<file path="config.mk">
export PLATFORM = sky130hd
export DESIGN_NAME = adc_tgen
export DESIGN_NICKNAME = d
export VERILOG_FILES = /design/src/rtl/adc_tgen_pkg.sv /design/src/rtl/adc_tgen_ctrl.sv /design/src/rtl/adc_tgen_datapath.sv /design/src/rtl/adc_tgen.sv
export SDC_FILE = /design/constraint.sdc
export NUM_CORES = 1
export LEC_CHECK = 0
export BUFFER_PORTS_ARGS = -buffer_cell sky130_fd_sc_hd__buf_2
export CORE_MARGIN = 3
export CORE_UTILIZATION = 50
export CTS_BUF_LIST = sky130_fd_sc_hd__clkbuf_4
export DETAILED_ROUTE_END_ITERATION = 6
export PLACE_DENSITY_LB_ADDON = 0.15
export RECOVER_POWER = 25
export SLEW_MARGIN = 20
export SYNTH_ARGS = -nofsm -noshare
export SYNTH_HDL_FRONTEND = slang
export SYNTH_SLANG_ARGS = --single-unit
</file>
<file path="constraint.sdc">
create_clock -name clk -period 4.9 [get_ports clk]
set_input_delay 0.735 -clock clk [delete_from_list [all_inputs] [get_ports clk]]
set_output_delay 0.735 -clock clk [all_outputs]
set_load 0.01 [all_outputs]
</file>
<file path="src/rtl/adc_tgen_pkg.sv">
package adc_tgen_pkg;

  localparam int RegW       = 32;
  localparam int CodeW      = 3;
  localparam int CodeLsb    = 29;
  localparam int CfgClkDnBit = 31;
  localparam int CfgPwrDnBit = 1;
  localparam int CfgEnBit    = 0;
  localparam int StepsPerUnit = 6;

  localparam logic SelTimer = 1'b0;
  localparam logic SelCfg   = 1'b1;

  typedef struct packed {
    logic run;
    logic clear;
  } tgen_strobe_t;

endpackage

</file>
<file path="src/rtl/adc_tgen_ctrl.sv">
module adc_tgen_ctrl
  import adc_tgen_pkg::*;
#(
  parameter int CTU_W = 8
) (
  input  logic             clk,
  input  logic             rstN,
  input  logic             wrEn,
  input  logic             wrSel,
  input  logic [RegW-1:0]  wrData,
  input  logic             rdSel,
  output logic [RegW-1:0]  rdData,
  output logic [CodeW-1:0] preCode,
  output logic [CTU_W-1:0] unitCount,
  output tgen_strobe_t     strobes
);

  logic cfgClkDown;
  logic cfgPwrDown;
  logic cfgEnable;
  logic unusedWrBits;

  assign unusedWrBits = ^{wrData[CodeLsb-1:CTU_W], wrData[CfgClkDnBit-1:CfgPwrDnBit+1]};

  always_ff @(posedge clk) begin
    if (!rstN) begin
      preCode    <= '0;
      unitCount  <= '0;
      cfgClkDown <= 1'b0;
      cfgPwrDown <= 1'b0;
      cfgEnable  <= 1'b0;
    end else if (wrEn) begin
      if (wrSel == SelTimer) begin
        preCode   <= wrData[CodeLsb +: CodeW];
        unitCount <= wrData[CTU_W-1:0];
      end else begin
        cfgClkDown <= wrData[CfgClkDnBit];
        cfgPwrDown <= wrData[CfgPwrDnBit];
        cfgEnable  <= wrData[CfgEnBit];
      end
    end
  end

  always_comb begin
    strobes.run   = cfgEnable && !cfgClkDown && !cfgPwrDown;
    strobes.clear = wrEn && (wrSel == SelTimer);
  end

  always_comb begin
    rdData = '0;
    if (rdSel == SelTimer) begin
      rdData[CodeLsb +: CodeW] = preCode;
      rdData[CTU_W-1:0]        = unitCount;
    end else begin
      rdData[CfgClkDnBit] = cfgClkDown;
      rdData[CfgPwrDnBit] = cfgPwrDown;
      rdData[CfgEnBit]    = cfgEnable;
    end
  end

endmodule

</file>
<file path="src/rtl/adc_tgen_datapath.sv">
module adc_tgen_datapath
  import adc_tgen_pkg::*;
#(
  parameter int CTU_W     = 8,
  parameter int BASE_DIV  = 4,
  parameter int DIV_CODES = 6
) (
  input  logic             clk,
  input  logic             rstN,
  input  tgen_strobe_t     strobes,
  input  logic [CodeW-1:0] preCode,
  input  logic [CTU_W-1:0] unitCount,
  output logic             aclkEn,
  output logic             slotStrobe
);

  localparam int MaxDiv  = BASE_DIV << (DIV_CODES - 1);
  localparam int PreW    = $clog2(MaxDiv);
  localparam int MaxPer  = (1 << CTU_W) * StepsPerUnit;
  localparam int PerW    = $clog2(MaxPer);

  logic [PreW-1:0] preCnt;
  logic [PreW-1:0] preLim;
  logic [PerW-1:0] tuCnt;
  logic [PerW-1:0] tuLim;
  logic            preWrap;
  logic            tuWrap;

  always_comb begin
    preLim = PreW'(MaxDiv - 1);
    for (int k = 0; k < DIV_CODES; k++) begin
      if (int'(preCode) == k) preLim = PreW'((BASE_DIV << k) - 1);
    end
  end

  assign tuLim   = (PerW'(unitCount) + PerW'(1)) * PerW'(StepsPerUnit) - PerW'(1);
  assign preWrap = (preCnt == preLim);
  assign tuWrap  = (tuCnt == tuLim);

  always_ff @(posedge clk) begin
    if (!rstN || strobes.clear || !strobes.run) begin
      preCnt <= '0;
      tuCnt  <= '0;
    end else if (preWrap) begin
      preCnt <= '0;
      tuCnt  <= tuWrap ? '0 : tuCnt + PerW'(1);
    end else begin
      preCnt <= preCnt + PreW'(1);
    end
  end

  assign aclkEn     = strobes.run && preWrap;
  assign slotStrobe = aclkEn && tuWrap;

endmodule

</file>
<file path="src/rtl/adc_tgen.sv">
module adc_tgen
  import adc_tgen_pkg::*;
#(
  parameter int CTU_W     = 8,
  parameter int BASE_DIV  = 4,
  parameter int DIV_CODES = 6
) (
  input  logic        clk,
  input  logic        rstN,
  input  logic        wrEn,
  input  logic        wrSel,
  input  logic [31:0] wrData,
  input  logic        rdSel,
  output logic [31:0] rdData,
  output logic        aclkEn,
  output logic        slotStrobe
);

  tgen_strobe_t     strobes;
  logic [CodeW-1:0] preCode;
  logic [CTU_W-1:0] unitCount;

  adc_tgen_ctrl #(.CTU_W(CTU_W)) u_ctrl (
    .clk(clk), .rstN(rstN), .wrEn(wrEn), .wrSel(wrSel), .wrData(wrData),
    .rdSel(rdSel), .rdData(rdData), .preCode(preCode), .unitCount(unitCount),
    .strobes(strobes)
  );

  adc_tgen_datapath #(.CTU_W(CTU_W), .BASE_DIV(BASE_DIV), .DIV_CODES(DIV_CODES)) u_dp (
    .clk(clk), .rstN(rstN), .strobes(strobes), .preCode(preCode),
    .unitCount(unitCount), .aclkEn(aclkEn), .slotStrobe(slotStrobe)
  );

endmodule

</file>
# ---- After elaboration in Yosys (flattened, before gate mapping)
# Cells that the tools add are included.
dict set report totals {
  memories 0
  reg_bits 32
  elab_cells 46
  latch_bits 0
  out_inout_bits 34
  input_bits 37
  mem_bits_rw 0
  rom_bits 0
}
dict set report classes {
  n_reduce_logical 15
  n_eq_ne 7
  multipliers 1
  div 0
  add_sub_neg 4
  shift 0
  n_lt_le_gt_ge 0
  muxes 11
  bitwise_logic 1
}
# operator count
set ops {}
lappend ops {{$mux 7} 6}
lappend ops {{$eq 3x3->1 const B} 4}
lappend ops {{$add 11x1->11 const B} 1}
lappend ops {{$eq 11x11->1} 1}
lappend ops {{$mul 11x2->10 const B} 1}
lappend ops {{$mux 11} 1}
lappend ops {{$sub 11x1->11 const B} 1}
lappend ops {{$add 8x1->9 const B} 1}
lappend ops {{$add 7x1->7 const B} 1}
lappend ops {{$eq 7x7->1} 1}
lappend ops {{$mux 6} 1}
lappend ops {{$logic_and 1x1->1} 5}
lappend ops {{$logic_not 1->1} 4}
lappend ops {{$mux 2} 2}
lappend ops {{$reduce_and 2->1} 2}
lappend ops {{$eq 3x2->1 const B} 1}
lappend ops {{$logic_not 3->1} 1}
lappend ops {{$logic_or 1x1->1} 2}
lappend ops {{$reduce_or 2->1} 1}
lappend ops {{$mux 1} 1}
lappend ops {{$not 1->1} 1}

# ---- Logic depth before layout (Yosys ltp)
# Gate-level depths: netlist of the first run.
dict set report depth {
  ltp_word 10
  mapped_depth 16
  ltp_nobuf 14
}

# ---- Cells and area by module
# A second synthesis of the first run with hierarchy kept.
dict set report hier_totals {
  hier_cells 313
  area_unflattened_um2 2617.5
}
# module seq_area_each_um2 cells_each instances area_each_um2
set by_module_without_submodules {}
lappend by_module_without_submodules {adc_tgen_datapath 360.3 218 1 1762.9}
lappend by_module_without_submodules {adc_tgen_ctrl 280.3 95 1 854.6}

# ---- Least setup slack after synthesis of the first run
# No wires, ideal clock.
dict set report synth_timing {
  kind {register to output}
  from {reg u_ctrl.unitCount[0]}
  to {out slotStrobe}
  t_required_ns 4.165
  slack_ns 0.346
  arrival_ns 3.819
  n_path_buf 3
  stages_incl_launch_ff 16
  cell_sequence {dfxtp_1 -> clkbuf_1 -> inv_1 -> ha_1 -> inv_1 -> ha_1 -> a21o_1 -> buf_6 -> a2111o_1 -> and3_1 -> buf_2 -> nand2b_4 -> or4_4 -> mux2_2 -> a311o_1 -> nor3b_1}
}
dict set report synth_between {
  elab_chain_cells 5
}
# element line
set synth_lines {}
lappend synth_lines {{start, declared} adc_tgen_ctrl.sv:14} ;# output logic [CTU_W-1:0] unitCount,
lappend synth_lines {{start signal, assigned} adc_tgen_ctrl.sv:35} ;# unitCount <= wrData[CTU_W-1:0];
lappend synth_lines {{$add 8x1->9} adc_tgen_datapath.sv:36} ;# assign tuLim = (PerW'(unitCount) + PerW'(1)) * PerW'(StepsPerUnit) - PerW'(1);
lappend synth_lines {{$mul 11x2->10} adc_tgen_datapath.sv:36}
lappend synth_lines {{$sub 11x1->11} adc_tgen_datapath.sv:36}
lappend synth_lines {{$eq 11x11->1} adc_tgen_datapath.sv:38} ;# assign tuWrap = (tuCnt == tuLim);
lappend synth_lines {{$logic_and 1x1->1} adc_tgen_datapath.sv:53} ;# assign slotStrobe = aclkEn && tuWrap;
lappend synth_lines {{end, declared} adc_tgen.sv:16} ;# output logic slotStrobe
# Every way passes these cells.

# ---- Final worst setup path of the first run
# Ends and elaborated chain as after synthesis.

==> results.toml, run 1 <==
[status]
outcome = "finished, final reports clean"

[cells_and_area]
final_common_cell = "nand2_1"
diodes = 0
final_cell_mix = "44 x nand2_1, 28 x dfxtp_1, 27 x nor2_1, 27 x buf_2, 23 x xnor2_1"
nNetsFinal = 381
utilization_pct = 58.6
drive_gt1_share_pct = 18.0
syn2layout_area_growth_pct = 9.33

[synthesis]
async_flop_share_pct = 0
syn_area_um2 = 2410
ys_seq_area_share_pct = 26.5
avgSynthCellArea_um2 = 7.89
yosys.area.top_type = "dfxtp_1"
synth-seq-cells = 32
synthTopCellsByArea = "dfxtp_1 27%, xnor2_1 8.7%, xor2_1 6.9%, nand2_1 6.8%, buf_4 6.5%"
syn_inst = 306
synth_top_area_share_pct = 26.5
synth_enable_flop_cells = 0
post_synth_num_cell_types = 47
ys_warn_count = 0
synth_flop_cell = "dfxtp_1"

[clocking]
cts_tree = "yes"
clk_latency_ns = 0.34
hold_buffers = 0
clkTransAtPathRegs_ns = 0.10
htreeDepth = 2
root_buffer = "clkbuf_4"
clock-sinks = 32
clockBufferDepth = 2
cts_buffers = 5

[critical_path]
cp_slowest_stage_delay_ns = 0.48
end_kind = "output port"
cpLargestDelayFamily = "compound AO/OA/AOI/OAI gates"
critical_path.slowest_cell = "or4_4"
cp_num_buf_inv = 3
crit_end = "slotStrobe"
r2r_slack_ns = 0.79
r2r_start = "u_ctrl.unitCount[0]"
worstSetupPathType = "reg2out"
cp.required_ns = 4.16
cp.depth = 13
cp-startpoint = "u_ctrl.unitCount[0]"
worstPathArrival_ns = 4.02
worstRegToRegCells = 14
r2r-end = "u_dp.tuCnt[2]"
crit_path_max_fanout = 7
worstPathCellList = "inv_1, ha_1, inv_1, ha_1, a21o_4, a2111o_1, and3_4, nand2b_4, or4_4, mux2_2, a311o_2, nor3b_2, buf_2"
cp-start-kind = "flop"

[route]
drt_iter0_markers = 70
drt-total-wl_mm = 4.79
ant_nets = 0
drc_errors = 0
wl_per_cell_um = 12.4
vias = 1983
via_per_inst = 5.14
dr.pass1.iters = 4

[timing]
fin_crit_ns = 4.76
relSlewSlack_pct = 49.7
timing.setup.tns_ns = 0
rsz0062_at_grt = "no"
slew_viol_final = 0
hold_violations = 0
timing.fmax_mhz = 210
finalSetupViolations = 0
period_share_pct = 97.0
clock_skew_ns = 0.00605
worstMarginPinSlew_ns = 0.753

[pwr]
p_seq_share_pct = 52.5
ir_drop_uv = 143
total_power_mw = 0.520
clockPowerShare_pct = 29.6
sw_frac_of_total_pct = 30.1
powerDensity_nw_per_um2 = 197
p_sw_mw = 0.156
comb_power_share_pct = 18.0
p_int_mw = 0.364
cellLeakagePower_nw = 1.10

[grt]
grt_overflow = 0
grt_pass1_vias = 1829
grt_max_degree = 16
grt_antenna_before_repair = 0
grt_usage_pct = 18.6
grt_first_pass_wirelength_mm = 8.25

[flow_run]
cap_violations = 0

[floorplan]
core-area_um2 = 4500
dieArea_um2 = 5700
ios = 71
start_util_pct = 53.6
row_count = 24
die_w_um = 75.5
die_h_um = 75.5

[hold_path]
hold_path_depth = 1
hold_class = "reg2reg"
hold_start = "u_dp.preCnt[0]"

[place]
port_buffers = 28
dp_hpwl_mm = 3.66
routabilityCongestion = 0.770
metrics by stage:
step,std cells,hold slack [ns],worst slack [ns],cell area [um^2]
after floorplan,326,0.413,0.346,2490
after global placement,375,0.430,0.245,2500
after detailed placement,375,0.444,0.161,2500
after CTS,383,0.463,0.0178,2580
after global routing,386,0.496,0.0249,2640
final,386,0.471,0.145,2640
cell families after synthesis:
group / synth area share, %
and+or+nand+nor: 25.3
AOI/OAI and AO/OA: 15.6
xor gates and xnor gates: 15.6
DFF: 26.5
adders and majority gates: 5.70
other: 0.155
muxes: 1.40
buffers and inverters: 9.74
state kept, by name, indices dropped and copies added (netlist names):
| register | count |
|---|---|
| u_ctrl.cfgEnable | 1 |
| u_ctrl.cfgClkDown | 1 |
| u_ctrl.unitCount | 8 |
| u_dp.tuCnt | 11 |
| u_ctrl.preCode | 3 |
| u_dp.preCnt | 7 |
| u_ctrl.cfgPwrDown | 1 |
power by group through the flow:
stage	logic [mW]	registers, mW	clock network [mW]
floorplan	0.0818	0.275	0
global placement	0.0870	0.279	0
detailed placement	0.0880	0.279	0
CTS	0.0891	0.273	0.159
global route	0.105	0.274	0.168
finish	0.0934	0.273	0.154
how the worst min path moves through the flow:
stage | end | slack (ns)
after floorplan | u_dp.preCnt[0] | 0.41
after global placement | u_dp.preCnt[0] | 0.43
after detailed placement | u_dp.preCnt[0] | 0.44
after CTS | u_dp.preCnt[0] | 0.46
after global routing | u_dp.preCnt[0] | 0.50
final | u_dp.preCnt[0] | 0.47
cell usage after synthesis (2+ instances only):
master,count
inv_1,4
nand2_1,44
nor3_1,5
xor2_1,19
nor2_1,27
nand2b_1,2
o211ai_1,3
a21o_1,3
nor3b_1,2
a221oi_1,2
dfxtp_1,32
clkbuf_1,11
or3_1,2
nor2b_1,10
o21ai_0,2
mux2_2,3
a21oi_1,11
buf_4,21
nand3_1,17
buf_2,2
a31oi_1,3
xnor2_1,24
ha_1,11
a21boi_0,15
and3_1,8
nand4_1,2
per-layer routing:
metal | vias to the layer above | GRT usage [%] | wire length, um
met5 | - | 0 | 0
met2 | 38 | 29.7 | 2170
met1 | 882 | 25.1 | 2360
li1 | 1057 | - | -
met3 | 6 | 3.43 | 193
met4 | 0 | 6.80 | 70
repair_timing:
action                                  4_1_cts  5_1_grt
endpoints found under the hold margin         0        0
pin swaps                                     0        1
resized for setup                             7        9
endpoints found under the setup margin        1        1
buffers inserted                              0        3
cell type report:
| cell class | count | area (um^2) |
|---|---|---|
| fill | 444 | 1860 |
| sequential | 32 | 651 |
| inverter | 4 | 15.0 |
| tap | 52 | 65.1 |
| timing repair buffer | 35 | 191 |
| clock inverter | 2 | 11.3 |
| multi-input combinational | 255 | 1660 |
| clock buffer | 6 | 45.0 |
Note: power is estimated with default switching activity, not from simulation.
==> run 2, diff against run 1 <==
--- a/config.mk
+++ b/config.mk
@@ -6,12 +6,13 @@
 export NUM_CORES = 1
 export LEC_CHECK = 0
 export BUFFER_PORTS_ARGS = -buffer_cell sky130_fd_sc_hd__buf_2
+export CELL_PAD_IN_SITES_DETAIL_PLACEMENT = 1
+export CELL_PAD_IN_SITES_GLOBAL_PLACEMENT = 1
 export CORE_MARGIN = 3
-export CORE_UTILIZATION = 50
+export CORE_UTILIZATION = 39
 export CTS_BUF_LIST = sky130_fd_sc_hd__clkbuf_4
 export DETAILED_ROUTE_END_ITERATION = 6
 export PLACE_DENSITY_LB_ADDON = 0.15
-export RECOVER_POWER = 25
 export SLEW_MARGIN = 20
 export SYNTH_ARGS = -nofsm -noshare
 export SYNTH_HDL_FRONTEND = slang
==> results.toml, run 2 (synthesis results as in run 1) <==
[floorplan]
start_util_pct = 40.5
row_count = 28
dieArea_um2 = 7170
ios = 71
core-area_um2 = 5960
die_h_um = 84.7
die_w_um = 84.7

[route]
wl_per_cell_um = 13.6
ant_nets = 0
vias = 2085
via_per_inst = 5.09
drc_errors = 0
drt_iter0_markers = 71
drt-total-wl_mm = 5.59
dr.pass1.iters = 4

[timing]
timing.setup.tns_ns = 0
relSlewSlack_pct = 46.7
whs_ns = 0.460
timing.fmax_mhz = 211
finalSetupViolations = 0
slew_viol_final = 0
worstMarginPinSlew_ns = 0.798
fin_crit_ns = 4.75
timing.final.ws_setup_ns = 0.155
period_share_pct = 96.8
hold_violations = 0
clock_skew_ns = 0.00982

[cells_and_area]
final_cell_mix = "44 x nand2_1, 28 x buf_2, 27 x nor2_1, 27 x dfxtp_1, 22 x xnor2_1"
fillCellCount = 780
diodes = 0
final_cells = 410
reg_top3 = "u_dp.tuCnt (11), u_ctrl.unitCount (8), u_dp.preCnt (7)"
drive_gt1_share_pct = 20.3
largest_reg_flops = 11
design_area_um2 = 2730
nNetsFinal = 382
regMostFlops = "u_dp.tuCnt"
final_common_cell = "nand2_1"
syn2layout_area_growth_pct = 13.1

[critical_path]
end_kind = "output port"
cp_slowest_stage_delay_ns = 0.48
critical_path.slowest_cell = "or4_4"
cp-start-kind = "flop"
worstRegToRegCells = 14
cp.required_ns = 4.16
crit_top_cell = "inv_1"
worstPathCellList = "inv_1, ha_4, inv_1, ha_1, a21o_4, a2111o_1, and3_2, nand2b_4, or4_4, mux2_2, a311o_1, nor3b_2, buf_2"
worstSetupPathType = "reg2out"
worstPathArrival_ns = 4.01
crit_path_max_fanout = 6

[grt]
grt_usage_pct = 16.6
grt_antenna_before_repair = 0
grt_first_pass_wirelength_mm = 9.85
grt_max_degree = 16
grt_pass1_vias = 2136
grt_overflow = 0

[place]
post-place-ws_ns = 0.0788
port_buffers = 28
dpl.cell_count = 397
routabilityCongestion = 0.742
placed_cell_area_um2 = 2530
dp_hpwl_mm = 4.31

[clocking]
cts_tree = "yes"
clock-sinks = 32
cts_buffers = 5
root_buffer = "clkbuf_4"
clk_latency_ns = 0.34
clockBufferDepth = 2
hold_buffers = 0
clkTransAtPathRegs_ns = 0.11
htreeDepth = 2

[hold_path]
hold_path_depth = 1
hold_class = "reg2reg"

[status]
outcome = "finished, final reports clean"

[pwr]
powerDensity_nw_per_um2 = 192
cellLeakagePower_nw = 1.12
ir_drop_uv = 95.0

[flow_run]
cap_violations = 0
==> run 2: power by group <==
part / switching (mW) / internal, mW / total (mW)
logic: 0.0569 / 0.0421 / 0.0990
registers: 0.00835 / 0.265 / 0.273
clock network: 0.0966 / 0.0550 / 0.152
==> run 2: final timing paths <==
check	from	slack, ns	to
max	u_ctrl.unitCount[0]	0.15	slotStrobe
min	u_dp.preCnt[0]	0.46	u_dp.preCnt[0]
max reg2reg	u_ctrl.unitCount[0]	0.79	u_dp.tuCnt[2]
min reg2reg	u_dp.preCnt[0]	0.46	u_dp.preCnt[0]
==> run 2: what timing repair did <==
action	4_1_cts	5_1_grt
setup endpoints to repair	1	1
buffers inserted	1	4
pin swaps	1	1
resized for setup	13	10
cloned	0	0
hold endpoints to repair	0	0
==> run 2: final cells by class <==
| cell class | instances | area, um^2 | share of cell area, % |
|---|---|---|---|
| inverter | 4 | 15.0 | 0.550 |
| multi-input combinational | 255 | 1710 | 62.6 |
| sequential | 32 | 654 | 24.0 |
| clock buffer | 5 | 37.5 | 1.37 |
| clock inverter | 3 | 18.8 | 0.687 |
| timing repair buffer | 36 | 200 | 7.33 |
| tap | 75 | 93.8 | 3.44 |
==> run 2: critical path, delay by kind of cell, from the launching register on <==
family,cells,cell delay [ns]
compound gates,3,1.06
fa+ha+maj,2,0.56
buf+inv,3,0.28
flops,1,0.40
mux,1,0.27
simple gates,4,1.10
==> run 2: layer usage <==
| layer | vias to the layer above | global-route usage (%) | share of wire [%] |
|---|---|---|---|
| met1 | 988 | 21.3 | 48 |
| li1 | 1058 | - | - |
| met4 | 0 | 5.32 | 1.3 |
| met2 | 32 | 27.8 | 47 |
| met3 | 7 | 3.34 | 3.7 |
| met5 | - | 0 | 0 |
==> run 2: metrics by stage <==
step	power [mW]	utilization, %
floorplan	0.357	-
global placement	0.368	42.4
detailed placement	0.370	42.4
CTS	0.529	44.4
global route	0.557	45.8
finish	0.524	45.8
